### src/rtl/dsp_pkg.sv
`timescale 1ns/1ps
package dsp_pkg;

    typedef enum logic [1:0] {
        RX_IDLE,
        RX_SHIFT,
        RX_DONE
    } rx_state_e;

    typedef enum logic {
        TX_EMPTY,
        TX_PENDING
    } tx_state_e;

    typedef enum logic {
        FLT_LOW,
        FLT_HIGH
    } flt_state_e;

endpackage

### src/rtl/dsp_sync_chain.sv
`timescale 1ns/1ps
module dsp_sync_chain #(
    parameter int STAGES = 2
) (
    input  logic clk,
    input  logic rst,
    input  logic d_async,
    output logic q_sync
);

    logic [STAGES-1:0] chain;

    generate
        if (STAGES == 1) begin : g_single
            always_ff @(posedge clk) begin
                if (rst) chain <= '0;
                else     chain <= d_async;
            end
        end else begin : g_multi
            always_ff @(posedge clk) begin
                if (rst) chain <= '0;
                else     chain <= {chain[STAGES-2:0], d_async};
            end
        end
    endgenerate

    assign q_sync = chain[STAGES-1];

endmodule

### src/rtl/dsp_edge_filter.sv
`timescale 1ns/1ps
module dsp_edge_filter
    import dsp_pkg::*;
(
    input  logic clk,
    input  logic rst,
    input  logic lvl_sync,
    input  logic dat_sync,
    output logic bit_rise,
    output logic bit_data
);

    flt_state_e state_q, state_d;
    logic       lvl_prev;

    // state register
    always_ff @(posedge clk) begin
        if (rst) begin
            state_q  <= FLT_LOW;
            lvl_prev <= 1'b0;
        end else begin
            state_q  <= state_d;
            lvl_prev <= lvl_sync;
        end
    end

    // next state: two agreeing samples are needed to change level
    always_comb begin
        state_d = state_q;
        unique case (state_q)
            FLT_LOW:  if (lvl_sync && lvl_prev)   state_d = FLT_HIGH;
            FLT_HIGH: if (!lvl_sync && !lvl_prev) state_d = FLT_LOW;
            default:  state_d = FLT_LOW;
        endcase
    end

    // outputs
    always_comb begin
        bit_rise = (state_q == FLT_LOW) && lvl_sync && lvl_prev;
        bit_data = dat_sync;
    end

    // a validated edge never repeats on the next cycle
    p_rise_gap_r1: assert property (@(posedge clk) disable iff (rst)
        bit_rise |=> !bit_rise);

    // the synchronized level was already high one cycle earlier
    p_rise_agreed_r1: assert property (@(posedge clk) disable iff (rst)
        bit_rise |-> $past(lvl_sync));

endmodule

### src/rtl/dsp_rx_fsm.sv
`timescale 1ns/1ps
module dsp_rx_fsm
    import dsp_pkg::*;
#(
    parameter int PKT_W = 17
) (
    input  logic             clk,
    input  logic             rst,
    input  logic             bit_rise,
    input  logic             bit_data,
    output logic             pkt_start,
    output logic             rx_valid,
    output logic [PKT_W-1:0] rx_word
);

    localparam int CNT_W = $clog2(PKT_W);
    localparam logic [CNT_W-1:0] LAST_IDX = CNT_W'(PKT_W - 1);

    rx_state_e        state_q, state_d;
    logic [CNT_W-1:0] cnt_q;
    logic [PKT_W-1:0] shreg_q;
    logic             last_bit;

    assign last_bit = bit_rise && (cnt_q == LAST_IDX);

    // state register
    always_ff @(posedge clk) begin
        if (rst) state_q <= RX_IDLE;
        else     state_q <= state_d;
    end

    // next state
    always_comb begin
        state_d = state_q;
        unique case (state_q)
            RX_IDLE:  if (bit_rise) state_d = RX_SHIFT;
            RX_SHIFT: if (last_bit) state_d = RX_DONE;
            RX_DONE:  state_d = RX_IDLE;
            default:  state_d = RX_IDLE;
        endcase
    end

    // datapath: bit count, shifter and captured word
    always_ff @(posedge clk) begin
        if (rst) begin
            cnt_q   <= '0;
            shreg_q <= '0;
            rx_word <= '0;
        end else if (bit_rise && (state_q != RX_DONE)) begin
            shreg_q <= {shreg_q[PKT_W-2:0], bit_data};
            if (last_bit) begin
                cnt_q   <= '0;
                rx_word <= {shreg_q[PKT_W-2:0], bit_data};
            end else begin
                cnt_q <= cnt_q + 1'b1;
            end
        end
    end

    // outputs
    always_comb begin
        pkt_start = bit_rise && (state_q == RX_IDLE);
        rx_valid  = (state_q == RX_DONE);
    end

    // the strobe lasts exactly one cycle
    p_valid_single_r3: assert property (@(posedge clk) disable iff (rst)
        rx_valid |=> !rx_valid);

    // the strobe always follows a validated edge
    p_valid_after_rise_r3: assert property (@(posedge clk) disable iff (rst)
        rx_valid |-> $past(bit_rise));

    // the bit count never passes the last bit index
    p_cnt_bound_r9: assert property (@(posedge clk) disable iff (rst)
        cnt_q <= LAST_IDX);

    // after the strobe the count is back at zero
    p_cnt_wrap_r9: assert property (@(posedge clk) disable iff (rst)
        rx_valid |-> (cnt_q == '0));

endmodule

### src/rtl/dsp_tx_fsm.sv
`timescale 1ns/1ps
module dsp_tx_fsm
    import dsp_pkg::*;
#(
    parameter int PKT_W = 17
) (
    input  logic             clk,
    input  logic             rst,
    input  logic             bit_rise,
    input  logic             pkt_start,
    input  logic             tx_load,
    input  logic [PKT_W-1:0] tx_word,
    output logic             sdo_q
);

    localparam logic [PKT_W-1:0] NOT_READY = {1'b1, {(PKT_W-1){1'b0}}};

    tx_state_e        state_q, state_d;
    logic [PKT_W-1:0] hold_q;
    logic [PKT_W-1:0] shreg_q;
    logic [PKT_W-1:0] frame;

    // state register
    always_ff @(posedge clk) begin
        if (rst) state_q <= TX_EMPTY;
        else     state_q <= state_d;
    end

    // next state: a fresh load wins over the hand-off at packet start
    always_comb begin
        state_d = state_q;
        unique case (state_q)
            TX_EMPTY:   if (tx_load) state_d = TX_PENDING;
            TX_PENDING: if (!tx_load && pkt_start) state_d = TX_EMPTY;
            default:    state_d = TX_EMPTY;
        endcase
    end

    assign frame = (state_q == TX_PENDING) ? hold_q : NOT_READY;

    // holding register
    always_ff @(posedge clk) begin
        if (rst)          hold_q <= '0;
        else if (tx_load) hold_q <= tx_word;
    end

    // output shifter and registered serial output
    always_ff @(posedge clk) begin
        if (rst) begin
            shreg_q <= '0;
            sdo_q   <= 1'b0;
        end else if (pkt_start) begin
            sdo_q   <= frame[PKT_W-1];
            shreg_q <= {frame[PKT_W-2:0], 1'b0};
        end else if (bit_rise) begin
            sdo_q   <= shreg_q[PKT_W-1];
            shreg_q <= {shreg_q[PKT_W-2:0], 1'b0};
        end
    end

    // the serial output holds between validated edges
    p_sdo_hold_r4: assert property (@(posedge clk) disable iff (rst)
        !bit_rise |=> $stable(sdo_q));

    // a packet with nothing waiting opens with the flag set
    p_not_ready_flag_r6: assert property (@(posedge clk) disable iff (rst)
        (pkt_start && (state_q == TX_EMPTY)) |=> sdo_q);

    // a waiting response is consumed by the packet that starts
    p_pending_used_r5: assert property (@(posedge clk) disable iff (rst)
        (pkt_start && (state_q == TX_PENDING) && !tx_load) |=> (state_q == TX_EMPTY));

    // any load leaves a response waiting
    p_load_pends_r7: assert property (@(posedge clk) disable iff (rst)
        tx_load |=> (state_q == TX_PENDING));

endmodule

### src/rtl/dbg_serial_port.sv
`timescale 1ns/1ps
module dbg_serial_port #(
    parameter int PKT_W       = 17,
    parameter int SYNC_STAGES = 2
) (
    input  logic             clk,
    input  logic             rst,
    input  logic             sclk_in,
    input  logic             sdi_in,
    output logic             sdo_out,
    input  logic             tx_load,
    input  logic [PKT_W-1:0] tx_word,
    output logic             rx_valid,
    output logic [PKT_W-1:0] rx_word
);

    logic sclk_s;
    logic sdi_s;
    logic bit_rise;
    logic bit_data;
    logic pkt_start;

    dsp_sync_chain #(.STAGES(SYNC_STAGES)) i_sync_clk (
        .clk     (clk),
        .rst     (rst),
        .d_async (sclk_in),
        .q_sync  (sclk_s)
    );

    dsp_sync_chain #(.STAGES(SYNC_STAGES)) i_sync_dat (
        .clk     (clk),
        .rst     (rst),
        .d_async (sdi_in),
        .q_sync  (sdi_s)
    );

    dsp_edge_filter i_filter (
        .clk      (clk),
        .rst      (rst),
        .lvl_sync (sclk_s),
        .dat_sync (sdi_s),
        .bit_rise (bit_rise),
        .bit_data (bit_data)
    );

    dsp_rx_fsm #(.PKT_W(PKT_W)) i_rx (
        .clk       (clk),
        .rst       (rst),
        .bit_rise  (bit_rise),
        .bit_data  (bit_data),
        .pkt_start (pkt_start),
        .rx_valid  (rx_valid),
        .rx_word   (rx_word)
    );

    dsp_tx_fsm #(.PKT_W(PKT_W)) i_tx (
        .clk       (clk),
        .rst       (rst),
        .bit_rise  (bit_rise),
        .pkt_start (pkt_start),
        .tx_load   (tx_load),
        .tx_word   (tx_word),
        .sdo_q     (sdo_out)
    );

    // the cycle after reset shows the cleared outputs
    p_reset_clear_r8: assert property (@(posedge clk)
        rst |=> (!rx_valid && !sdo_out));

endmodule

### config.mk
export PLATFORM = sky130hd
export DESIGN_NAME = dbg_serial_port
export DESIGN_NICKNAME = d
export VERILOG_FILES = /design/src/rtl/dsp_pkg.sv /design/src/rtl/dsp_sync_chain.sv /design/src/rtl/dsp_edge_filter.sv /design/src/rtl/dsp_rx_fsm.sv /design/src/rtl/dsp_tx_fsm.sv /design/src/rtl/dbg_serial_port.sv
export SDC_FILE = /design/constraint.sdc
export NUM_CORES = 1
export LEC_CHECK = 0
export ABC_AREA = 1
export CAP_MARGIN = 20
export CORE_MARGIN = 3
export CORE_UTILIZATION = 35
export CTS_CLUSTER_SIZE = 10
export DETAILED_ROUTE_END_ITERATION = 12
export DONT_BUFFER_PORTS = 1
export PLACE_DENSITY = 0.47
export SLEW_MARGIN = 20
export SYNTH_ARGS = -nofsm -noshare
export SYNTH_HDL_FRONTEND = slang
export SYNTH_SLANG_ARGS = --single-unit
### constraint.sdc
create_clock -name clk -period 4.1 [get_ports clk]
set_clock_uncertainty 0.05 [all_clocks]
set_input_delay 0.41 -clock clk [delete_from_list [all_inputs] [get_ports clk]]
set_output_delay 0.41 -clock clk [all_outputs]
set_load 0.005 [all_outputs]
* After elaboration in Yosys (flattened, before gate mapping)
Index checks and enable logic that the tools add are counted.
** Word-level totals
- Word-level logic and storage cells :: 51
- Output and inout bits :: 19
- Flip-flop bits (word level) :: 81
** Operators by class
- Reductions and logical operators :: 15
- Muxes and demuxes :: 15
- Bitwise gates (word level) :: 2
- Equal/unequal tests :: 6
- Add/sub/neg operators :: 1
** Operators by type and width (count)
- 2-to-1 mux 17 bit :: 3
- logical AND 1 bit :: 8
- 2-to-1 mux 1 bit :: 6
- adder 5 x 1 -> 5 bit (second input constant) :: 1
- == test 5 bit (second input constant) :: 1
- 2-to-1 mux 5 bit :: 1
- 2-to-1 mux 2 bit :: 2
- != test 2 x 1 -> 1 bit (second input constant) :: 2
- case mux 1 bit (2 select lines) :: 2
- case mux 2 bit (2 select lines) :: 1
- AND reduction 2 bit :: 2
- zero test 1 bit :: 3
- == test 2 x 1 -> 1 bit (second input constant) :: 1
- == test 2 bit (second input constant) :: 1
- zero test 2 bit :: 1
- != test 2 bit (second input constant) :: 1
- NOT 1 bit :: 2
- nonzero test 2 bit :: 1

* Logic depth before layout (Yosys ltp)
- Word-level depth :: 7
- Gate-level depth with buffers :: 8
- Mapped depth without buffers :: 7

* Modules after synthesis
Synthesis repeated with hierarchy kept, for this count alone.
** Unflattened totals
- Cell total of the unflattened synthesis :: 420
- Area, all modules :: 3251.9 µm²
** By module, submodules not included
- dsp_rx_fsm :: area an instance 1607.8 µm², instances 1, cells each 191
- dsp_tx_fsm :: area an instance 1455.1 µm², instances 1, cells each 207
- dsp_sync_chain :: area an instance 55.1 µm², instances 2, cells each 6
- dsp_edge_filter :: area an instance 78.8 µm², instances 1, cells each 10

* Worst setup path after synthesis
No wires, ideal clock.
- Path kind :: register to register
- Start :: register i_rx.cnt_q[0]
- End :: register i_rx.rx_word[2]
- Buffers on the path :: 1
- Arrival time :: 1276 ps
- Slack :: 2662 ps
- Stages on the path, launching flop included :: 9
- Cell sequence :: dfxtp_1 -> inv_1 -> ha_1 -> nand2_1 -> nor2_1 -> clkbuf_1 -> nand3_1 -> nand2_1 -> nor2_1
** Between the ends
- Cells in the longest elaborated chain, start to end :: 3
** Ends and longest elaborated chain
- start, declared :: RTL line dsp_rx_fsm.sv:20 : logic [CNT_W-1:0] cnt_q;
- start signal, assigned :: RTL line dsp_rx_fsm.sv:55 : cnt_q <= cnt_q + 1'b1;
- == test 5 bit :: RTL line dsp_rx_fsm.sv:24 : assign last_bit = bit_rise && (cnt_q == LAST_IDX);
- logical AND 1 bit :: RTL line dsp_rx_fsm.sv:24
- AND reduction 2 bit (no source line)
- end signal, assigned :: RTL line dsp_rx_fsm.sv:53 : rx_word <= {shreg_q[PKT_W-2:0], bit_data};
- end, declared :: RTL line dsp_rx_fsm.sv:13 : output logic [PKT_W-1:0] rx_word
No other way between the ends.
A chain may end at the register's enable or synchronous reset.

* Worst setup path after layout
- Start :: register i_rx.cnt_q[0]
- End :: register i_rx.cnt_q[4]
** Between the ends
- Cells in the longest elaborated chain, start to end :: 3
- Elaborated cells on any way between the ends :: 4
- Classes of those cells :: add/sub: 1; eq/ne: 1; mux: 1; reduce/logical: 1
** Ends and longest elaborated chain
- parallel branches: the longest is 2 deep, another holds adder 5 x 1 -> 5 bit
- 2-to-1 mux 5 bit * :: RTL line dsp_rx_fsm.sv:51 : if (last_bit) begin
Every way passes the cells marked *.

==> reports/qor.csv <==
metric,value,unit
stdcell_count,542,
crit_fanout,14,
cts_tree,built,
hold_depth,1,
path_clk_slew,0.08,ns
drive_gt1_frac,0.0576,
wirelength,6970,um
p_total,1.46,mW
p_leak,1.39,nW
hp-class,input pin to register,
synth_edf_count,0,
netlist_area,3210,um^2
grt.total_usage,0.144,
top_layer,met4,
worstPathArrival,2.25,ns
cellPowerDensity,424,nW/um^2
vias_per_cell,4.77,
avgSynthCellArea,7.29,um^2
ant_nets,0,
drt-initial-drc-count,73,
holdBufCountCts,0,
rrSetupSlack,2.05,ns
antenna_found_initial,0,
fin_crit_sh,0.501,
cp.required,4.30,ns
cts.htree.levels,3,
dp_hpwl,4510,um
dieArea,10400,um^2
grt_max_degree,52,
synthCells,441,
pin_count,41,
wl_met2,3210,um
synth_cell_types,20,
yosys.area_share.simple,0.278,
worstMarginPinSlew,0.969,ns
num_vias,2584,
wl_met1,3380,um
final_core_util,0.392,
ir_drop,0.170,mV
gr-total-overflow,0,
start_util,0.365,
chipWidth,102,um
cts_sinks,81,
cts_buffer_depth,2,
netlist_top_cells_area,"dfxtp_1 (50%), nor2_1 (13%), o21ai_0 (10%), nand2_1 (8.2%), nand3_1 (4.4%)",
rsz0062_at_grt,false,
fillers,986,
synth.area.mux_share,0,
portBuffers,0,
ys.flop_type,dfxtp_1,
clock_latency,0.35,ns
root_buffer,clkbuf_8,
worst_slack,2.05,ns
drc_errors,0,
path_class,register to register,
synth_top_family_by_area,simple AND/OR/NAND/NOR gates,
cts-resized-gates,0,
nets,453,
wl_per_cell,12.9,um
dp.cells,526,
fmax,487,MHz
yosys.area.top_type,dfxtp_1,
synth-xor-area-share,0,
ys_ff_latch,81,
post-route-min-period,2.05,ns
synth_top_area_share,0.505,
wl_met3,237,um
cap_violations,0,
die_h,102,um
synth-adder-area-share,0.00779,
drt_first_pass_iters,4,
tns,0,ns
mostFrequentLayoutCells,"nor2_1 (108), dfxtp_1 (81), nand2_1 (70)",
core_region_area,8810,um^2
rows,34,
mostFrequentLayoutCell,nor2_1,
pre_cts_ws,2.06,ns
synth_nets,465,
grt_pass1_wl,11800,um
setup_viol,0,
synthArstFlopShare,0,
slew_violations,0,
crit_path_end_kind,register,
place.gp.congestion,0.713,
post_cts_buffers,0,
cts_buffers,9,
relSlewSlack,0.351,
area_delta_synth_final,7.52,%
status,completed,
n_antenna_cell,0,
yosysWarningCount,0,
yosysSeqAreaShare,0.505,
rr_worst_depth,7,
synth_compound_area_frac,0.137,
grt_pass1_vias,2444,
hold_viol_final,0,
worstSetupStartpointType,register,
[routing by layer]
metal,vias up,global-route usage
met5,-,0
met4,0,0.0616
met3,13,0.0314
met2,35,0.232
met1,1151,0.186
li1,1385,-
[worst paths after layout]
| kind | start | to |
|---|---|---|
| worst min register to register | i_sync_clk.chain[0]$_SDFF_PP0_ | i_sync_clk.chain[1]$_SDFF_PP0_ |
| worst min-delay path | rst | i_rx.cnt_q[3]$_SDFFE_PP0P_ |
| worst max register to register | i_rx.cnt_q[0]$_SDFFE_PP0P_ | i_rx.cnt_q[4]$_SDFFE_PP0P_ |
| worst max-delay path | i_rx.cnt_q[0]$_SDFFE_PP0P_ | i_rx.cnt_q[4]$_SDFFE_PP0P_ |
[Yosys cell counts (4+ instances only)]
cell type,number
nor2_1,108
dfxtp_1,81
nand2_1,70
o21ai_0,67
inv_1,28
nand3_1,28
a21oi_1,20
clkbuf_1,13
buf_2,7
buf_1,4
[registers in the layout, indices dropped and copies added (netlist names)]
signal and cells:
i_rx.shreg_q 16, i_rx.cnt_q 5, i_filter.state_q 1, i_tx.shreg_q 16, i_filter.lvl_prev 1, i_tx.hold_q 17
i_tx.state_q 1, i_sync_dat.chain 2, i_rx.state_q 2, i_sync_clk.chain 2, i_rx.rx_word 17, i_tx.sdo_q 1
[area by class of cell]
class / instances / area (um^2) / share of cell area
flip-flops and latches: 81 / 1620 / 0.469
multi-input cells: 305 / 1360 / 0.394
well taps: 108 / 135 / 0.0391
clock inverters: 6 / 67.6 / 0.0196
clock buffers: 10 / 138 / 0.0398
inverters: 29 / 109 / 0.0315
repair buffers: 3 / 22.5 / 0.00652
[worst max-delay path, stage by stage, from the launching register on]
cell     delay, ns
dfxtp_1       0.35
inv_1         0.08
ha_1          0.16
nand2_1       0.05
nor2_1        0.73
nand2_1       0.27
nand2_1       0.18
nor2_1        0.06
[per-stage QoR]
step	hold slack, ns	area (um^2)
after floorplan	0.338	3210
after global placement	0.341	3250
after detailed placement	0.345	3250
after CTS	0.0490	3450
after global routing	0.0452	3450
final	0.0682	3450
[report_power, final]
group	internal (mW)	switching [mW]
Combinational	0.0185	0.0350
Clock	0.298	0.299
Sequential	0.803	0.0115
Total	1.12	0.345
[cells by family after synthesis]
logic type	after synthesis
flip-flops	81
buffers and inverters	55
AND/OR/NAND/NOR	215
AO/OA/AOI/OAI	88
adder cells (fa/ha/maj)	2
No activity file was read; power rests on OpenSTA's default activity.
